<file path="src/rtl/flip_inject_unit.sv">
module flip_inject_unit #(
  parameter int AW   = 16,
  parameter int DW   = 8,
  parameter int DLYW = 4
) (
  input  logic            clk,
  input  logic            rst_n,
  input  logic            cfg_we,
  input  logic [1:0]      cfg_sel,
  input  logic [AW-1:0]   cfg_wdata,
  input  logic            fetch_valid,
  input  logic [AW-1:0]   fetch_addr,
  input  logic            dbus_valid,
  input  logic            dbus_we,
  input  logic [AW-1:0]   dbus_addr,
  output logic            ram_we,
  output logic [AW-1:0]   ram_addr,
  output logic [DW-1:0]   ram_wdata,
  output logic            cpu_stall,
  output logic            halt_req,
  input  logic            halt_ack,
  output logic            reg_we,
  output logic [AW-1:0]   reg_addr,
  output logic [DW-1:0]   reg_wdata,
  output logic            resume_req,
  output logic            st_armed,
  output logic            st_done,
  output logic            st_collide,
  output logic            st_err,
  output logic [DLYW-1:0] st_delay
);

  localparam logic [DLYW-1:0] CNT_MAX = {DLYW{1'b1}};

  typedef enum logic [2:0] {
    S_IDLE, S_ARMED, S_PEND, S_FORCE, S_HALT, S_RWR, S_RES
  } st_t;

  st_t             st;
  logic            trg_data, tgt_reg;
  logic [AW-1:0]   trg_addr, tgt_addr;
  logic [DW-1:0]   fval;
  logic [DLYW-1:0] cnt;

  wire cpu_wr  = dbus_valid && dbus_we;
  wire hit     = trg_data ? (dbus_valid && dbus_addr == trg_addr)
                          : (fetch_valid && fetch_addr == trg_addr);
  wire idle    = (st == S_IDLE);
  wire cfg_ok  = cfg_we && idle;
  wire [DLYW-1:0] cnt_inc = (cnt == CNT_MAX) ? cnt : cnt + 1'b1;

  assign ram_we     = (st == S_PEND && !cpu_wr) || st == S_FORCE;
  assign cpu_stall  = (st == S_FORCE);
  assign halt_req   = (st == S_HALT);
  assign reg_we     = (st == S_RWR);
  assign resume_req = (st == S_RES);
  assign ram_addr   = tgt_addr;
  assign ram_wdata  = fval;
  assign reg_addr   = tgt_addr;
  assign reg_wdata  = fval;
  assign st_armed   = (st == S_ARMED);

  always_ff @(posedge clk) begin
    if (!rst_n) begin
      st         <= S_IDLE;
      trg_data   <= 1'b0;
      tgt_reg    <= 1'b0;
      trg_addr   <= '0;
      tgt_addr   <= '0;
      fval       <= '0;
      cnt        <= '0;
      st_done    <= 1'b0;
      st_collide <= 1'b0;
      st_err     <= 1'b0;
      st_delay   <= '0;
    end else begin
      if (cfg_we && !idle) st_err <= 1'b1;
      if (cfg_ok) begin
        case (cfg_sel)
          2'd0: begin
            trg_data <= cfg_wdata[1];
            tgt_reg  <= cfg_wdata[2];
            if (cfg_wdata[0]) begin
              st         <= S_ARMED;
              st_done    <= 1'b0;
              st_collide <= 1'b0;
              st_err     <= 1'b0;
              st_delay   <= '0;
            end
          end
          2'd1: trg_addr <= cfg_wdata;
          2'd2: tgt_addr <= cfg_wdata;
          default: fval <= cfg_wdata[DW-1:0];
        endcase
      end
      case (st)
        S_ARMED: if (hit) begin
          cnt <= {{(DLYW-1){1'b0}}, 1'b1};
          st  <= tgt_reg ? S_HALT : S_PEND;
        end
        S_PEND: if (!cpu_wr) begin
          st       <= S_IDLE;
          st_done  <= 1'b1;
          st_delay <= cnt;
        end else begin
          st  <= S_FORCE;
          cnt <= cnt_inc;
          if (dbus_addr == tgt_addr) st_collide <= 1'b1;
        end
        S_FORCE: begin
          st       <= S_IDLE;
          st_done  <= 1'b1;
          st_delay <= cnt;
        end
        S_HALT: begin
          cnt <= cnt_inc;
          if (halt_ack) st <= S_RWR;
        end
        S_RWR: begin
          st_delay <= cnt;
          st       <= S_RES;
        end
        S_RES: begin
          st      <= S_IDLE;
          st_done <= 1'b1;
        end
        default: ;
      endcase
    end
  end


  commit_done_chk: assert property (@(posedge clk) disable iff (!rst_n)
    (ram_we || resume_req) |=> (st_done && !st_armed));


  mem_nohalt_chk: assert property (@(posedge clk) disable iff (!rst_n)
    ram_we |-> !halt_req);


  stall_after_cpu_chk: assert property (@(posedge clk) disable iff (!rst_n)
    cpu_stall |-> $past(dbus_valid && dbus_we));


  reg_after_ack_chk: assert property (@(posedge clk) disable iff (!rst_n)
    reg_we |-> $past(halt_req && halt_ack));


  resume_follow_chk: assert property (@(posedge clk) disable iff (!rst_n)
    reg_we |=> (resume_req && !halt_req));


  port_onehot_chk: assert property (@(posedge clk) disable iff (!rst_n)
    $onehot0({ram_we, reg_we, resume_req, halt_req}));


  lock_err_chk: assert property (@(posedge clk) disable iff (!rst_n)
    (cfg_we && st_armed) |=> st_err);


  delay_range_chk: assert property (@(posedge clk) disable iff (!rst_n)
    ram_we |=> (st_delay != '0 && st_delay <= 2));

endmodule

</file>
<file path="config.mk">
export PLATFORM = sky130hd
export DESIGN_NAME = flip_inject_unit
export DESIGN_NICKNAME = d
export VERILOG_FILES = /design/src/rtl/flip_inject_unit.sv
export SDC_FILE = /design/constraint.sdc
export NUM_CORES = 1
export LEC_CHECK = 0
export BUFFER_PORTS_ARGS = -buffer_cell sky130_fd_sc_hd__buf_2
export CAP_MARGIN = 10
export CORE_MARGIN = 2
export CORE_UTILIZATION = 50
export CTS_BUF_LIST = sky130_fd_sc_hd__clkbuf_8 sky130_fd_sc_hd__clkbuf_16
export DETAILED_ROUTE_END_ITERATION = 6
export GPL_ROUTABILITY_DRIVEN = 0
export HOLD_SLACK_MARGIN = 0.15
export PLACE_DENSITY = 0.84
export SKIP_LAST_GASP = 1
export SYNTH_ARGS = -nofsm -noshare
export SYNTH_HDL_FRONTEND = slang
export SYNTH_SLANG_ARGS = --single-unit
</file>
<file path="constraint.sdc">
create_clock -name clk -period 2.86 [get_ports clk]
set_input_delay 0.858 -clock clk [delete_from_list [all_inputs] [get_ports clk]]
set_output_delay 0.858 -clock clk [all_outputs]
set_load 0.01 [all_outputs]
</file>
# == Word-level counts from Yosys, hierarchy flattened ==
# Cells that the tools add are included.
# W data, S select, Z words.
# word_totals
wordCells,80
ff_bits,56
inputBits,57
# op_classes
mux,33
n_addsub,1
n_reduce_logical,20
eq_ne,14
bitwise,1
# ops
operator,n
$eq A16 B16 Y1,3
$mux W4,7
$mux W3,6
$mux W1,15
$pmux W3 S5,1
$pmux W4 S3,1
$eq A3 B3 Y1 const B,3
$pmux W4 S2,1
$reduce_and A2 Y1,4
$eq A3 B2 Y1 const B,2
$logic_and A1 B1 Y1,6
$add A4 B1 Y4 const B,1
$eq A4 B4 Y1 const B,1
$reduce_or A2 Y1,2
$eq A3 B1 Y1 const B,1
$logic_not A3 Y1,1
$reduce_and A3 Y1,1
$reduce_bool A3 Y1,1
$reduce_or A3 Y1,1
$eq A2 B1 Y1 const B,1
$eq A2 B2 Y1 const B,1
$logic_not A1 Y1,2
$logic_not A2 Y1,1
$mux W2,1
5 further kinds,5

# == Logic depth before layout (Yosys ltp) ==
# Gate-level depths: netlist of the first run.
# logic_depth
word_depth,7
ltp_mapped,9
mapped_depth_nobuf,6

# == Worst setup path before layout of the first run ==
# Ideal clock, no wire load.
# synth_timing
kind,input-to-output
startpoint,input port dbus_valid
endpoint,output port ram_we
t_arrival_ps,1170
path_slack_ps,832
path_buffers,0
required_time_ps,2002
cell_stages,3
cell_sequence,nand2_1 -> nor2_1 -> nor2_1
# synth_via
elab_chain_cells,4
# synth_rtl
item,line,rtl
from (decl),13,"input logic dbus_valid,"
$logic_and A1 B1 Y1,45,wire cpu_wr = dbus_valid && dbus_we;
$logic_not A1 Y1,--,
$logic_and A1 B1 Y1,52,assign ram_we = (st == S_PEND && !cpu_wr) || st == S_FORCE;
$logic_or A1 B1 Y1,52,
to (decl),16,"output logic ram_we,"
# No other way between the ends.

# == Worst setup path in the final report of the first run ==
# layout_timing
startpoint,register st[0]
endpoint,output port reg_we
# layout_via
elab_chain_cells,1
# layout_rtl
item,line,rtl
from (decl),39,st_t st;
from (signal assigned),99,st <= tgt_reg ? S_HALT : S_PEND;
$eq A3 B3 Y1,55,assign reg_we = (st == S_RWR);
to (decl),22,"output logic reg_we,"
# No other way between the ends.

==> impl_metrics.json, run 1 <==
{
  "status": "finished clean",
  "tns_ps": 0,
  "maxCapViolCount": 0,
  "firstDrtPassIters": 4,
  "r2r_setup_slack_ps": 850,
  "synth_ff_type": "dfxtp_1",
  "ys_seq_area_share_pct": 36.1,
  "worst_pin_slew_ps": 670,
  "routedWlPerCell_um": 15.6,
  "clock-sinks": 56,
  "routed_wl_um": 8410,
  "port_buffers": 117,
  "timing.rr.end": "ram_addr[15]",
  "synth_nets": 432,
  "finalCritPeriodShare_pct": 83.7,
  "hold_start": "st_delay[1]",
  "grt_pass1_vias": 2677,
  "drtIter0Drc": 160,
  "fin_util_pct": 61.3,
  "hp-class": "flop to flop",
  "finalClockSkew_ps": 7.89,
  "slew_violations": 0,
  "p_leak_nw": 1.67,
  "powerDensity_nw_per_um2": 430,
  "grt_pass1_wl_um": 13200,
  "fp.dieArea_sq_um": 6860,
  "regArea_sq_um": 1120,
  "grt_remaining_overflow": 0,
  "setup_viol": 0,
  "clkTransAtPathRegs_ps": 100,
  "cp.arrival_ps": 1540,
  "initial_core_util_pct": 52.2,
  "multi_input_area_sq_um": 1700,
  "vias": 2907,
  "insertion_delay_ps": 310,
  "antenna_found_initial": 0,
  "track_usage_pct": 23.8,
  "row_count": 28,
  "cts_made_buffers": 5,
  "ys_async_sr_fraction_pct": 0,
  "rr_startpoint": "st[0]",
  "fmax_mhz": 418,
  "holdBufCountCts": 0,
  "setup_ws_ps": 465,
  "place_ws_ps": 537,
  "final_cells": 538,
  "drive_gt1_share_pct": 29.8,
  "dp_hpwl_um": 6380,
  "synth_edf_count": 0,
  "dp.cells": 532,
  "end_kind": "primary output",
  "synth_seq_cells": 56,
  "start_kind": "flop",
  "io_pins": 118,
  "finalNetCount": 522,
  "rsz0062_at_grt": "no",
  "grt_max_degree": 32,
  "min_period_ps": 2400,
  "synth_cell_types": 50,
  "die_h_um": 82.8,
  "antenna_left": 0,
  "syn_avg_cell_area_sq_um": 8.31,
  "synthesis.area_sq_um": 3110,
  "core_area_sq_um": 5960,
  "critical_path_class": "flop to primary output",
  "finalHoldViolCount": 0,
  "hold_depth": 2,
  "nFillCells": 545,
  "ys_warn_count": 0,
  "route.detailed.drc": 0,
  "crit_path_max_fanout": 14,
  "postCtsResizedCells": 0,
  "die_x_um": 82.8,
  "vias_per_cell": 5.40,
  "power_mw": 1.57,
  "clk_path_buf_depth": 2,
  "cts_tree": "built",
  "areaGrowthSynthToFinish_pct": 17.4,
  "syn_inst": 374,
  "r2r_cells": 6,
  "whs_endpoint": "st_delay[1]",
  "mostFrequentLayoutCells": "117 x buf_2, 77 x nand2_1, 56 x dfxtp_1",
  "crit_required_ps": 2000,
  "cts_max_level": 2,
  "cts_setup_buffers": 0,
  "vdd.ir_drop.worst_uv": 233,
  "cts_root_buf": "clkbuf_8",
  "maxSlewHeadroom_pct": 55.3,
  "n_antenna_cell": 0,
  "layout_commonest_cell": "buf_2"
}
[stage by stage]
| step | hold WS (ps) | cell area, sq um |
|---|---|---|
| after CTS | 482 | 3650 |
| after global placement | 451 | 3550 |
| final | 475 | 3650 |
| after detailed placement | 461 | 3550 |
| after global routing | 503 | 3650 |
| after floorplan | 461 | 3110 |
[Yosys cell counts, types with 2 or more instances]
cell	instances	area, sq um
and2_1	2	12.5
nand4_1	11	68.8
a21oi_1	20	100
nand3b_1	2	15.0
a21boi_0	13	97.6
nor2_2	2	12.5
buf_2	3	15.0
and2b_1	2	15.0
clkbuf_1	6	22.5
nand2b_1	2	12.5
a21boi_1	8	60.1
nor3_1	6	30.0
xor2_1	22	193
a31oi_1	3	18.8
dfxtp_1	56	1120
inv_1	4	15.0
a311oi_1	2	17.5
nand2_1	77	289
nor2b_1	3	18.8
xnor2_1	23	201
or3_1	2	12.5
nand3_1	10	50.1
nor2_1	21	78.8
nor4b_1	2	17.5
or2_1	2	12.5
nor4_1	4	25.0
nor3b_1	2	15.0
o21ai_0	3	15.0
buf_6	3	33.8
xnor2_2	3	48.8
buf_4	26	195
mux2i_1	11	110
[area by class of cell]
type	instances	area share (%)
Clock inverter	1	0.823
Inverter	5	0.514
Multi-Input combinational cell	275	46.6
Clock buffer	5	1.89
Sequential cell	56	30.7
Timing Repair Buffer	121	16.9
Tap cell	75	2.57
[report_power, final]
group	internal, mW	leakage, nW	switching [mW]	total (mW)
Sequential	0.800	0.454	0.0238	0.824
Clock	0.252	0.0501	0.248	0.500
Combinational	0.108	1.16	0.137	0.245
Total	1.16	1.67	0.410	1.57
[routing by layer]
layer	global-route usage, %	part of all wire [%]	vias to the layer above
met5	0	0	-
li1	-	-	1411
met1	30.1	42	1362
met2	40.2	48	115
met4	8.49	2.6	0
met3	4.77	6.5	19
[cell families after synthesis]
family	synth area share, %
flops	36.1
compound gates	12.4
fa+ha+maj	0.403
xor+xnor	14.3
mux	3.54
buf+inv	9.18
simple gates	24.1
[worst max path at each step]
stage | slack (ps) | end | depth (start not counted) | start
after global routing | 360 | st_armed | 4 | st[0]
after global placement | 580 | ram_we | 5 | dbus_valid
after detailed placement | 540 | st[1] | 7 | fetch_addr[9]
after CTS | 470 | reg_we | 3 | st[0]
final | 460 | reg_we | 3 | st[0]
after floorplan | 830 | ram_we | 3 | dbus_valid
[critical path, stage by stage (launching register included)]
cell	delay, ps
dfxtp_1	600
nor2b_1	260
and2_1	210
buf_2	150
Power figures use the tool's default switching activity.
==> run 2: changes to the inputs <==
--- a/config.mk
+++ b/config.mk
@@ -5,15 +5,16 @@
 export SDC_FILE = /design/constraint.sdc
 export NUM_CORES = 1
 export LEC_CHECK = 0
+export ABC_AREA = 1
 export BUFFER_PORTS_ARGS = -buffer_cell sky130_fd_sc_hd__buf_2
 export CAP_MARGIN = 10
 export CORE_MARGIN = 2
-export CORE_UTILIZATION = 50
+export CORE_UTILIZATION = 45
 export CTS_BUF_LIST = sky130_fd_sc_hd__clkbuf_8 sky130_fd_sc_hd__clkbuf_16
 export DETAILED_ROUTE_END_ITERATION = 6
 export GPL_ROUTABILITY_DRIVEN = 0
 export HOLD_SLACK_MARGIN = 0.15
-export PLACE_DENSITY = 0.84
+export PLACE_DENSITY = 0.8
 export SKIP_LAST_GASP = 1
 export SYNTH_ARGS = -nofsm -noshare
 export SYNTH_HDL_FRONTEND = slang
==> constraint.sdc (replaced) <==
create_clock -name clk -period 2.1 [get_ports clk]
set_input_delay 0.63 -clock clk [delete_from_list [all_inputs] [get_ports clk]]
set_output_delay 0.63 -clock clk [all_outputs]
set_load 0.01 [all_outputs]
==> run 2 against run 1 <==
Compared with the run above:
- the run now ends with design-rule violations left
- die area increased by 13%
- area after synthesis increased by 2.7%
- global-route usage decreased by 2.3 points
- register-to-register slack got worse by 380 ps
- core utilization decreased by 5.3 points
- sequential share of layout area decreased by 1.4 points
- first-iteration DRC count decreased by 2.5%
- design area increased by 4.7%
- largest power group unchanged
- highest routed layer unchanged
==> impl_metrics.json, run 2 <==
{
  "clock-sinks": 56,
  "powerDensity_nw_per_um2": 635,
  "insertion_delay_ps": 310,
  "track_usage_pct": 21.5,
  "drive_gt1_share_pct": 26.6,
  "crit_path_max_fanout": 4,
  "finalCritPeriodShare_pct": 99.3,
  "vdd.ir_drop.worst_uv": 351,
  "yosys.area.top_type": "dfxtp_1",
  "maxSlewHeadroom_pct": 65.8,
  "grt_remaining_overflow": 0,
  "core_area_sq_um": 6830,
  "row_count": 30,
  "start_kind": "flop",
  "end_kind": "primary output",
  "firstDrtPassIters": 7,
  "layout_commonest_cell": "buf_2",
  "synth_nets": 545,
  "vias": 3303,
  "die_h_um": 88.2,
  "rsz0062_at_grt": "yes",
  "startpoint": "st[0]",
  "synth_ff_type": "dfxtp_1",
  "synth_top_area_share_pct": 35.2,
  "synth_commonest_cells": "99 x nand2_1, 76 x nor2_1, 62 x inv_1",
  "route.detailed.drc": 1,
  "cts_root_buf": "clkbuf_8",
  "mostFrequentLayoutCells": "117 x buf_2, 99 x nand2_1, 76 x nor2_1",
  "antenna_left": 0,
  "grt_max_degree": 39,
  "initial_core_util_pct": 46.7,
  "cts_max_level": 2,
  "r2r_setup_slack_ps": 470,
  "antenna_found_initial": 0,
  "clkTransAtPathRegs_ps": 90,
  "synth_edf_count": 0,
  "ys_warn_count": 0,
  "maxCapViolCount": 0,
  "crit_end": "st_armed",
  "finalNetCount": 639,
  "place_ws_ps": 193,
  "syn_inst": 487,
  "areaGrowthSynthToFinish_pct": 19.8,
  "synth_cell_types": 36,
  "fmax_mhz": 480,
  "min_period_ps": 2090,
  "drtIter0Drc": 156,
  "finalHoldViolCount": 0,
  "n_antenna_cell": 0,
  "io_pins": 118,
  "r2r_cells": 8,
  "slew_violations": 0,
  "vias_per_cell": 4.87,
  "worst_pin_slew_ps": 512,
  "synthesis.area_sq_um": 3190,
  "timing.rr.end": "trg_addr[15]",
  "synth_seq_cells": 56,
  "ys_async_sr_fraction_pct": 0,
  "rr_startpoint": "st[2]",
  "synth.most_common_cell": "nand2_1",
  "grt_pass1_wl_um": 13100,
  "violations": "design-rule violations",
  "synthTopCellsByArea": "dfxtp_1 35%, nand2_1 12%, nor2_1 8.9%",
  "finalClockSkew_ps": 11.1,
  "grt_pass1_vias": 2876,
  "setup_viol": 0,
  "setup_ws_ps": 14.6,
  "routedWlPerCell_um": 12.2,
  "dp_hpwl_um": 6550,
  "cts_made_buffers": 5,
  "fp.dieArea_sq_um": 7780,
  "p_leak_nw": 2.00,
  "syn_avg_cell_area_sq_um": 6.55,
  "ys_seq_area_share_pct": 35.2,
  "cp.arrival_ps": 1460,
  "routed_wl_um": 8250,
  "die_x_um": 88.2,
  "critical_path_class": "flop to primary output",
  "whs_ps": 464,
  "cts_tree": "built",
  "hp-class": "flop to flop",
  "status": "complete, but fails checks",
  "clk_path_buf_depth": 2,
  "port_buffers": 117,
  "crit_required_ps": 1470
}
## run 2: logic make-up (layout without fill, tap and decap cells)
| logic type | count (synthesis) | in the layout | synth area share (%) |
|---|---|---|---|
| simple gates | 219 | 219 | 30.1 |
| buf+inv | 106 | 201 | 15.5 |
| compound gates | 91 | 91 | 15.1 |
| flops | 56 | 56 | 35.2 |
| xor+xnor | 14 | 14 | 3.84 |
| fa+ha+maj | 1 | 1 | 0.392 |
## run 2: worst max-delay path, stage by stage, from the launching register on
cell	delay (ps)
dfxtp_1	410
inv_2	90
nor2_2	160
inv_2	70
nor2_1	230
buf_2	190
## run 2: worst min-delay path by stage
stage,slack [ps],end,start,depth (start not counted)
after floorplan,450,tgt_reg,tgt_reg,2
after global placement,450,st_collide,st_collide,2
after detailed placement,450,st_done,st_done,2
after CTS,470,st_done,st_done,2
after global routing,480,st_done,st_done,2
final,460,st_done,st_done,2
## run 2: power by group
part	switching (mW)	internal, mW	total [mW]	leakage (nW)
Clock	0.350	0.350	0.700	0.0593
Sequential	0.0598	1.13	1.19	0.457
Combinational	0.321	0.216	0.537	1.48
Total	0.731	1.70	2.43	2.00
## run 2: area by class of cell
type | instances | area, sq um
repair buffers | 122 | 623
well taps | 96 | 120
flip-flops and latches | 56 | 1120
multi-input cells | 325 | 1580
clock inverters | 3 | 38.8
clock buffers | 5 | 68.8
inverters | 71 | 267
fillers | 682 | 3010
## run 2: timing repair
item | CTS | global route
hold endpoints to repair | 0 | 0
setup buffers | 0 | 0
resized for setup | 0 | 2
endpoints found under the setup margin | 0 | 2
hold buffers | 0 | 0
## run 2: per-stage QoR
stage               total power, mW  std cells  instance area (sq um)  utilization, %  TNS [ps]
CTS                            2.44        678                   3810            55.8         0
finish                         2.43        678                   3820            55.9         0
global route                   2.56        678                   3820            55.9     -55.4
detailed placement             1.75        670                   3700            54.2         0
global placement               1.73        670                   3700            54.2         0
floorplan                      1.57        487                   3190               -         0
## run 2: routing by layer
layer | GRT usage [%] | wire, um
met5 | 0 | 0
met4 | 6.61 | 144
met3 | 4.43 | 573
met2 | 35.3 | 3940
met1 | 28.3 | 3580
==> run 3: changes to the inputs <==
--- a/config.mk
+++ b/config.mk
@@ -6,15 +6,15 @@
 export NUM_CORES = 1
 export LEC_CHECK = 0
 export ABC_AREA = 1
-export BUFFER_PORTS_ARGS = -buffer_cell sky130_fd_sc_hd__buf_2
 export CAP_MARGIN = 10
 export CORE_MARGIN = 2
-export CORE_UTILIZATION = 45
+export CORE_UTILIZATION = 50
 export CTS_BUF_LIST = sky130_fd_sc_hd__clkbuf_8 sky130_fd_sc_hd__clkbuf_16
 export DETAILED_ROUTE_END_ITERATION = 6
+export DONT_BUFFER_PORTS = 1
 export GPL_ROUTABILITY_DRIVEN = 0
 export HOLD_SLACK_MARGIN = 0.15
-export PLACE_DENSITY = 0.8
+export PLACE_DENSITY = 0.71
 export SKIP_LAST_GASP = 1
 export SYNTH_ARGS = -nofsm -noshare
 export SYNTH_HDL_FRONTEND = slang
==> run 3 against run 2 <==
Compared with the run above:
- the run now ends clean
- count of clock-buffer cells in the layout up 1
- die area shrank 9.6%
- non-clock buffer count is 119 lower
- combinational power fell by 34%
- critical endpoint unchanged
- largest power group unchanged
==> impl_metrics.json, run 3 (synthesized netlist as in run 2, its figures left out) <==
{
  "vias_per_cell": 5.20,
  "clk_path_buf_depth": 2,
  "postCtsResizedCells": 0,
  "dp_hpwl_um": 6030,
  "cts_root_buf": "clkbuf_8",
  "cts_setup_buffers": 0,
  "initial_core_util_pct": 51.1,
  "n_antenna_cell": 0,
  "critical_path_class": "flop to primary output",
  "grt_remaining_overflow": 0,
  "final_cells": 540,
  "maxSlewHeadroom_pct": 65.8,
  "track_usage_pct": 22.1,
  "cp.arrival_ps": 1350,
  "row_count": 29,
  "dp.cells": 532,
  "drtIter0Drc": 145,
  "maxCapViolCount": 0,
  "grt_max_degree": 51,
  "drive_gt1_share_pct": 7.34,
  "port_buffers": 0,
  "slew_violations": 0,
  "die_h_um": 83.9,
  "cts_made_buffers": 5,
  "insertion_delay_ps": 300,
  "powerDensity_nw_per_um2": 687,
  "grtUsageMet2_pct": 36.2,
  "worst_pin_slew_ps": 512,
  "finalClockSkew_ps": 5.22,
  "start_kind": "flop",
  "multi_input_area_sq_um": 1570,
  "status": "finished clean",
  "layout_commonest_cell": "nand2_1",
  "die_x_um": 83.9,
  "fp.dieArea_sq_um": 7030,
  "nFillCells": 669,
  "routedWlPerCell_um": 14.2,
  "place_ws_ps": 331,
  "antenna_found_initial": 0,
  "vias": 2806,
  "hp-class": "input port to flop",
  "finalHoldViolCount": 0,
  "holdBufCountCts": 0,
  "cts_max_level": 2,
  "use_met3_pct": 8.41,
  "tns_ps": 0,
  "end_kind": "primary output",
  "clock-sinks": 56,
  "antenna_left": 0,
  "min_period_ps": 1980,
  "finalNetCount": 520,
  "busiest_layer": "met2",
  "clkTransAtPathRegs_ps": 90,
  "use_met1_pct": 27.6,
  "mostFrequentLayoutCells": "99 x nand2_1, 76 x nor2_1, 64 x inv_1",
  "cts_tree": "built",
  "finalCritPeriodShare_pct": 94.1,
  "fmax_mhz": 506,
  "route.detailed.drc": 0,
  "io_pins": 118,
  "routed_wl_um": 7650,
  "regArea_sq_um": 1120,
  "grt_pass1_wl_um": 12500,
  "setup_viol": 0,
  "vdd.ir_drop.worst_uv": 322,
  "firstDrtPassIters": 4,
  "crit_required_ps": 1470,
  "areaGrowthSynthToFinish_pct": -0.588,
  "crit_path_max_fanout": 4,
  "p_leak_nw": 1.43,
  "rsz0062_at_grt": "no",
  "core_area_sq_um": 6240,
  "grt_pass1_vias": 2622,
  "power_mw": 2.18,
  "setup_ws_ps": 123
}
run 3: changes by cell type in the layout (fill, tap and decap cells not counted):
| cell | change |
|---|---|
| a21oi_2 | +1 |
| a21oi_4 | -1 |
| buf_2 | -117 |
| buf_4 | -2 |
| bufinv_16 | -1 |
| clkbuf_8 | +1 |
| clkinv_2 | -1 |
| dfxtp_1 | +1 |
| dfxtp_2 | -1 |
| inv_1 | +1 |
run 3: metrics by stage:
stage	cell area, sq um	util [%]	hold slack [ps]
after detailed placement	3080	49.4	478
final	3170	50.8	439
after global placement	3080	49.4	467
after global routing	3170	50.8	422
after CTS	3170	50.8	420
after floorplan	3190	-	445
run 3: cell type report:
| class | instances | share of cell area (%) |
|---|---|---|
| Clock inverter | 2 | 0.237 |
| Timing Repair Buffer | 3 | 0.710 |
| Tap cell | 77 | 3.04 |
| Inverter | 71 | 8.41 |
| Sequential cell | 56 | 35.4 |
| Clock buffer | 6 | 2.60 |
| Multi-Input combinational cell | 325 | 49.6 |
run 3: path summary, 6_finish.rpt:
| kind | startpoint | end | slack (ps) | depth (start not counted) |
|---|---|---|---|---|
| hold reg to reg | tgt_reg | tgt_reg | 490 | 2 |
| hold / removal | rst_n | st[0] | 440 | 2 |
| setup reg to reg | st[0] | cnt[3] | 430 | 9 |
| setup / recovery | st[0] | st_armed | 120 | 4 |
run 3: worst max-delay path, cell delays in order, from the launching register on:
cell     delay [ps]
dfxtp_1         420
inv_2           100
nor2_2          170
inv_2            60
nor2_1          310
run 3: report_power, final:
| group | leakage (nW) | total [mW] | internal [mW] | switching [mW] |
|---|---|---|---|---|
| clock network | 0.0538 | 0.597 | 0.261 | 0.336 |
| registers | 0.457 | 1.23 | 1.13 | 0.0964 |
| logic | 0.923 | 0.354 | 0.140 | 0.215 |
| total | 1.43 | 2.18 | 1.53 | 0.647 |
run 3: layer usage:
metal	up-vias	routed length, um
met2	94	3590
met1	1245	3260
met3	6	728
met4	0	74
met5	-	0
li1	1461	-
